**src/rtl/pff_pkg.sv**
```systemverilog
`timescale 1ns/1ps
package pff_pkg;
  localparam int unsigned PFF_WORD_W = 64;
  localparam int unsigned PFF_PIX_W  = 8;
  localparam int unsigned PFF_COL_W  = 12;
  localparam int unsigned PFF_ADDR_W = 32;

  function automatic int unsigned pff_words(input int unsigned h, input int unsigned v,
                                            input int unsigned ppw);
    return (h * v) / ppw;
  endfunction
endpackage

```
**src/rtl/pff_addr_gen.sv**
```systemverilog
`timescale 1ns/1ps
module pff_addr_gen #(
  parameter int unsigned ADDR_W    = 32,
  parameter int unsigned BASE_ADDR = 0,
  parameter int unsigned STEP      = 8,
  parameter int unsigned WORDS     = 98304
) (
  input  logic              clk_i,
  input  logic              rst_ni,
  input  logic              restart_i,
  input  logic              adv_i,
  output logic [ADDR_W-1:0] addr_o
);
  localparam int unsigned CNT_W = ($clog2(WORDS) > 0) ? $clog2(WORDS) : 1;
  localparam logic [ADDR_W-1:0] BASE = ADDR_W'(BASE_ADDR);

  logic [CNT_W-1:0]  wcnt_q;
  logic [ADDR_W-1:0] addr_q;

  always_ff @(posedge clk_i or negedge rst_ni) begin
    if (!rst_ni) begin
      addr_q <= BASE;
      wcnt_q <= '0;
    end else if (restart_i) begin
      addr_q <= BASE;
      wcnt_q <= '0;
    end else if (adv_i) begin
      if (wcnt_q == CNT_W'(WORDS - 1)) begin
        addr_q <= BASE;
        wcnt_q <= '0;
      end else begin
        addr_q <= addr_q + ADDR_W'(STEP);
        wcnt_q <= wcnt_q + CNT_W'(1);
      end
    end
  end

  assign addr_o = addr_q;


  addr_in_frame_chk: assert property (@(posedge clk_i) disable iff (!rst_ni)
    (addr_q - BASE) < ADDR_W'(WORDS * STEP));
endmodule

```
**src/rtl/pff_unpack.sv**
```systemverilog
`timescale 1ns/1ps
module pff_unpack #(
  parameter int unsigned WORD_W = 64,
  parameter int unsigned PIX_W  = 8
) (
  input  logic              clk_i,
  input  logic              rst_ni,
  input  logic              frame_start_i,
  input  logic              line_start_i,
  input  logic              de_i,
  input  logic              mem_valid_i,
  input  logic [WORD_W-1:0] mem_data_i,
  output logic              req_o,
  output logic [PIX_W-1:0]  idx_o,
  output logic              pix_ok_o,
  output logic              underrun_o
);
  localparam int unsigned NB   = WORD_W / PIX_W;
  localparam int unsigned CW   = ($clog2(NB) > 0) ? $clog2(NB) : 1;

  logic              run_q, pend_q, drop_q, stg_vld_q, use_vld_q, und_q;
  logic [WORD_W-1:0] stg_q, use_q;
  logic [CW-1:0]     cnt_q;
  logic              last_b, xfer;

  assign last_b = (cnt_q == CW'(NB - 1));
  // staging moves over when use is empty, or as its last byte is shown
  assign xfer   = stg_vld_q && (!use_vld_q || (de_i && last_b));
  assign req_o  = run_q && !pend_q && !drop_q && !frame_start_i && (!stg_vld_q || xfer);

  always_ff @(posedge clk_i or negedge rst_ni) begin
    if (!rst_ni) begin
      run_q     <= 1'b0;
      pend_q    <= 1'b0;
      drop_q    <= 1'b0;
      stg_vld_q <= 1'b0;
      use_vld_q <= 1'b0;
      und_q     <= 1'b0;
      stg_q     <= '0;
      use_q     <= '0;
      cnt_q     <= '0;
    end else if (frame_start_i) begin
      run_q     <= 1'b1;
      pend_q    <= 1'b0;
      drop_q    <= pend_q && !mem_valid_i;
      stg_vld_q <= 1'b0;
      use_vld_q <= 1'b0;
      und_q     <= 1'b0;
      cnt_q     <= '0;
    end else begin
      if (req_o)            pend_q <= 1'b1;
      else if (mem_valid_i) pend_q <= 1'b0;
      if (mem_valid_i)      drop_q <= 1'b0;

      if (mem_valid_i && !drop_q) begin
        stg_q     <= mem_data_i;
        stg_vld_q <= 1'b1;
      end else if (xfer) begin
        stg_vld_q <= 1'b0;
      end

      if (xfer) begin
        use_q     <= stg_q;
        use_vld_q <= 1'b1;
        cnt_q     <= '0;
      end else if (de_i && use_vld_q) begin
        use_q <= use_q >> PIX_W;
        cnt_q <= cnt_q + CW'(1);
        if (last_b) use_vld_q <= 1'b0;
      end

      if (line_start_i)                      und_q <= 1'b0;
      else if (run_q && de_i && !use_vld_q)  und_q <= 1'b1;
    end
  end

  assign idx_o      = use_q[PIX_W-1:0];
  assign pix_ok_o   = use_vld_q && !und_q;
  assign underrun_o = und_q;


  und_sticky_chk: assert property (@(posedge clk_i) disable iff (!rst_ni)
    und_q && !line_start_i && !frame_start_i |=> und_q);

  stg_no_overwrite_chk: assert property (@(posedge clk_i) disable iff (!rst_ni)
    mem_valid_i && !drop_q |-> !stg_vld_q);

  one_req_chk: assert property (@(posedge clk_i) disable iff (!rst_ni)
    req_o |=> !req_o);
endmodule

```
**src/rtl/pff_palette.sv**
```systemverilog
`timescale 1ns/1ps
module pff_palette #(
  parameter int unsigned IDX_W = 8,
  parameter int unsigned COL_W = 12
) (
  input  logic             clk_i,
  input  logic             we_i,
  input  logic [IDX_W-1:0] waddr_i,
  input  logic [COL_W-1:0] wdata_i,
  input  logic [IDX_W-1:0] raddr_i,
  output logic [COL_W-1:0] rdata_o
);
  localparam int unsigned DEPTH = 1 << IDX_W;

  logic [COL_W-1:0] mem_q [DEPTH];
  logic [COL_W-1:0] rd_q;

  // read-before-write: same-entry access returns the old colour
  always_ff @(posedge clk_i) begin
    if (we_i) mem_q[waddr_i] <= wdata_i;
    rd_q <= mem_q[raddr_i];
  end

  assign rdata_o = rd_q;
endmodule

```
**src/rtl/pix_fetch_unpack.sv**
```systemverilog
`timescale 1ns/1ps
module pix_fetch_unpack
  import pff_pkg::*;
#(
  parameter int unsigned WORD_W    = PFF_WORD_W,
  parameter int unsigned PIX_W     = PFF_PIX_W,
  parameter int unsigned COL_W     = PFF_COL_W,
  parameter int unsigned ADDR_W    = PFF_ADDR_W,
  parameter int unsigned H_PIX     = 1024,
  parameter int unsigned V_LINES   = 768,
  parameter int unsigned BASE_ADDR = 0
) (
  input  logic              clk_i,
  input  logic              rst_ni,
  input  logic              frame_start_i,
  input  logic              line_start_i,
  input  logic              de_i,
  output logic              mem_req_o,
  output logic [ADDR_W-1:0] mem_addr_o,
  input  logic              mem_valid_i,
  input  logic [WORD_W-1:0] mem_data_i,
  input  logic              pal_we_i,
  input  logic [PIX_W-1:0]  pal_addr_i,
  input  logic [COL_W-1:0]  pal_data_i,
  output logic              de_o,
  output logic [COL_W-1:0]  color_o,
  output logic              underrun_o
);
  localparam int unsigned PIX_PER_WORD = WORD_W / PIX_W;
  localparam int unsigned STEP         = WORD_W / 8;
  localparam int unsigned WORDS        = pff_words(H_PIX, V_LINES, PIX_PER_WORD);

  logic             req;
  logic [PIX_W-1:0] idx;
  logic             pix_ok;
  logic [COL_W-1:0] pal_rd;
  logic             de_q, blank_q;

  pff_addr_gen #(.ADDR_W(ADDR_W), .BASE_ADDR(BASE_ADDR), .STEP(STEP), .WORDS(WORDS)) addr_i (
    .clk_i(clk_i), .rst_ni(rst_ni), .restart_i(frame_start_i), .adv_i(req), .addr_o(mem_addr_o));

  pff_unpack #(.WORD_W(WORD_W), .PIX_W(PIX_W)) unpack_i (
    .clk_i(clk_i), .rst_ni(rst_ni), .frame_start_i(frame_start_i), .line_start_i(line_start_i),
    .de_i(de_i), .mem_valid_i(mem_valid_i), .mem_data_i(mem_data_i), .req_o(req),
    .idx_o(idx), .pix_ok_o(pix_ok), .underrun_o(underrun_o));

  pff_palette #(.IDX_W(PIX_W), .COL_W(COL_W)) pal_i (
    .clk_i(clk_i), .we_i(pal_we_i), .waddr_i(pal_addr_i), .wdata_i(pal_data_i),
    .raddr_i(idx), .rdata_o(pal_rd));

  always_ff @(posedge clk_i or negedge rst_ni) begin
    if (!rst_ni) begin
      de_q    <= 1'b0;
      blank_q <= 1'b1;
    end else begin
      de_q    <= de_i;
      blank_q <= !(de_i && pix_ok);
    end
  end

  assign mem_req_o = req;
  assign de_o      = de_q;
  assign color_o   = blank_q ? '0 : pal_rd;


  blank_when_idle_chk: assert property (@(posedge clk_i) disable iff (!rst_ni)
    !de_o |-> color_o == '0);

  black_in_underrun_chk: assert property (@(posedge clk_i) disable iff (!rst_ni)
    $past(underrun_o) |-> color_o == '0);

  addr_align_chk: assert property (@(posedge clk_i) disable iff (!rst_ni)
    mem_req_o |-> ((mem_addr_o - ADDR_W'(BASE_ADDR)) % ADDR_W'(STEP)) == '0);
endmodule

```
**config.mk**
```make
export PLATFORM = sky130hd
export DESIGN_NAME = pix_fetch_unpack
export DESIGN_NICKNAME = d
export VERILOG_FILES = /design/src/rtl/pff_pkg.sv /design/src/rtl/pff_addr_gen.sv /design/src/rtl/pff_unpack.sv /design/src/rtl/pff_palette.sv /design/src/rtl/pix_fetch_unpack.sv
export SDC_FILE = /design/constraint.sdc
export NUM_CORES = 2
export LEC_CHECK = 0
export BUFFER_PORTS_ARGS = -buffer_cell sky130_fd_sc_hd__buf_4
export CAP_MARGIN = 20
export CORE_AREA = 2 2 623 625
export DETAILED_ROUTE_END_ITERATION = 8
export DIE_AREA = 0 0 625 627
export GPL_ROUTABILITY_DRIVEN = 0
export SKIP_CTS_REPAIR_TIMING = 1
export SYNTH_ARGS = -nofsm -noshare
export SYNTH_HDL_FRONTEND = slang
export SYNTH_SLANG_ARGS = --single-unit
```
**constraint.sdc**
```tcl
create_clock -name clk_i -period 3.2 [get_ports clk_i]
set_clock_uncertainty 0.15 [all_clocks]
set_input_delay 0.64 -clock clk_i [delete_from_list [all_inputs] [get_ports clk_i]]
set_output_delay 0.64 -clock clk_i [all_outputs]
set_load 0.01 [all_outputs]
```
==> flow_summary_export.csv <==
group,metric,value,unit
outcome,status,"finished with violations",
outcome,violations,"negative setup slack",
synth,netlist_area,127000,sq um
clock_network,cts.sinks,3269,
worst_setup_path,cp_data_arrival_time,4000,ps
clock_network,cts_buffers,335,
worst_setup_path,critPathKind,"flop to flop",
timing,slew_viol_final,0,
worst_setup_path,critical_path.endpoint_type,"flop",
die,start_util,0.329,
timing,timing.final.crit_period,3430,ps
synth,synth_seq_cells,3269,
synth,ys_warn_count,0,
finish,layout_commonest_cell,"edfxtp_1",
global_route,grt_usage,0.172,
worst_setup_path,crit_required,3780,ps
worst_setup_path,crit_start,"unpack_i.use_q[0]",
synth,synth_top_cell_by_area,"edfxtp_1",
clock_network,htreeDepth,5,
synth,synth_top_cell_area_share,0.728,
worst_hold_path,hold_path_class,"input port to flop",
timing,clock.fmax,0.292,GHz
worst_setup_path,path_delay_family,"multiplexers",
worst_setup_path,r2r_setup_slack,-230,ps
timing,period_share,1.07,
clock_network,cts_tree,"built",
finish,drive_gt1_frac,0.314,
route,vias_per_cell,5.34,
timing,hold_viol_final,0,
die,die_y,627,um
worst_setup_path,timing.rr.start,"unpack_i.use_q[0]",
global_route,grt_pass1_wl,489,mm
timing,setup_tns,-827,ps
clock_network,worstSkewPairLatency,900,ps
global_route,grt_max_degree,121,
placement,dp_hpwl,222,mm
worst_setup_path,slowest_stage,"a22oi_2",
timing,relSlewSlack,0.262,
route,final_antenna_net_count,0,
timing,rsz0062_at_grt,"yes",
global_route,grt-ovfl-total,0,
worst_setup_path,crit_path_max_fanout,9,
die,ios,138,
synth,synth_top_flop_cell,"edfxtp_1",
timing,worst_pin_slew,1110,ps
route,first_pass_iters,6,
synth,synthCells,6138,
finish,final_util,0.393,
synth,synth_edf_count,3072,
finish,nNetsFinal,7244,
global_route,grt_antenna_before_repair,31,
synth,ys_async_sr_fraction,0.0566,
synth,synth-seq-area-share,0.766,
global_route,first_global_vias,65800,
timing,fin_hold_ws,51.1,ps
power_and_ir_drop,ir_drop,0.497,mV
timing,setup_ws,-226,ps
route,vias,66600,
timing,setup_viol,8,
route,drc_errors,0,
die,rows,228,
route,drt_wl_total,349,mm
placement,port-buffer-count,134,
worst_setup_path,path_common_cell,"buf_12",
die,die-width,625,um
placement,pre_cts_ws,-696,ps
worst_setup_path,critPathMaxStageDelay,600,ps
worst_setup_path,critical_path_buf_inv_count,5,
clock_network,cts_buffer_depth,4,
clock_network,cts-root-buf,"clkbuf_16",
worst_setup_path,startpoint_type,"flop",
finish,layout_common_cells,"3072 x edfxtp_1, 825 x buf_4, 719 x mux4_2, 356 x nor2_1, 348 x clkbuf_16",
die,dieArea,392000,sq um
synth,syn_avg_cell_area,20.6,sq um
worst_hold_path,hp-start,"pal_data_i[6]",
route,drt_iter0_drc,8032,
finish,syn_to_final_growth,19.5,%
power_and_ir_drop,power,118,mW
power_and_ir_drop,powerDensity,779,nW/um^2
synth,synthDistinctLibCells,68,
flow_run,drv_cap,0,
die,coreArea,385000,sq um
worst_setup_path,crit_chain,"buf_12 -> buf_12 -> buf_4 -> buf_16 -> buf_12 -> mux4_2 -> mux4_2 -> a22oi_2 -> a22o_1 -> a211oi_1",
route,wl_per_cell,27.9,um
power_and_ir_drop,leakagePower,50.1,nW
synth,yosys-top-cells-area,"edfxtp_1 73%, mux4_2 13%, dfrtp_1 3.6%",
clock_network,cts.clk_slew.worst_paths,60,ps
## per-layer routing
layer	track usage	up-vias	part of all wire
met2	0.279	3008	0.48
met3	0.0353	488	0.088
li1	-	27500	-
met1	0.234	35600	0.40
met4	0.0501	4	0.029
met5	0	-	0.000080
## synthesized netlist by cell type (72+ instances only)
| cell type | instances |
|---|---|
| a21oi_1 | 125 |
| a22oi_1 | 95 |
| a31oi_1 | 85 |
| buf_2 | 95 |
| clkbuf_1 | 161 |
| dfrtp_1 | 184 |
| edfxtp_1 | 3072 |
| mux2_2 | 79 |
| mux2i_1 | 225 |
| mux4_2 | 717 |
| nand2_1 | 264 |
| nor2_1 | 365 |
| o21ai_0 | 72 |
| o221ai_1 | 78 |
## sequential cells by signal (all words and copies together), names as in the netlist, 3 cells and up
name and flops:
addr_i.addr_o 29, addr_i.wcnt_q 17, pal_i.mem_q 3072, pal_i.rdata_o 12, unpack_i.cnt_q 3, unpack_i.stg_q 64
unpack_i.use_q 64
## cell type report
class	count	area, sq um
inverters	10	42.5
multi-input cells	2491	27900
well taps	5060	6330
repair buffers	1042	9790
flip-flops and latches	3269	97100
fillers	33900	233000
diodes	10	25.0
clock inverters	173	1310
clock buffers	424	8890
## kinds of logic after synthesis
| family | Yosys count | share of synthesized area |
|---|---|---|
| xor gates and xnor gates | 5 | 0.000346 |
| other | 1 | 0.0000296 |
| adders and majority gates | 4 | 0.000395 |
| muxes | 1028 | 0.154 |
| AOI/OAI and AO/OA | 656 | 0.0353 |
| DFF | 3269 | 0.766 |
| buffers and inverters | 380 | 0.0174 |
| and+or+nand+nor | 795 | 0.0266 |
## report_power, final
| part | internal, mW | switching [mW] |
|---|---|---|
| Combinational | 15.0 | 18.0 |
| Sequential | 47.4 | 0.561 |
| Clock | 20.8 | 16.1 |
| Total | 83.2 | 34.7 |
## worst reg2reg max path: stages (launching register included)
cell,delay [ps]
dfrtp_4,500
buf_12,150
buf_12,160
buf_4,180
buf_16,130
buf_12,140
mux4_2,440
mux4_2,570
a22oi_2,600
a22o_1,230
a211oi_1,50
## path summary, 6_finish.rpt
kind                                       end  depth (start not counted)
min in group asynchronous   unpack_i.use_q[59]                          2
min                        pal_i.mem_q[239][6]                          1
max in group asynchronous   unpack_i.stg_q[32]                          3
max reg2reg                   pal_i.rdata_o[9]                         10
min reg2reg                  addr_i.wcnt_q[16]                          1
max                           pal_i.rdata_o[9]                         10
## per-stage QoR
step / std cells / cell area [sq um]
after floorplan: 6140 / 127000
after global placement: 11700 / 139000
after detailed placement: 11700 / 139000
after CTS: 12300 / 149000
after global routing: 12500 / 151000
final: 12500 / 151000
Power figures use the tool's default switching activity.
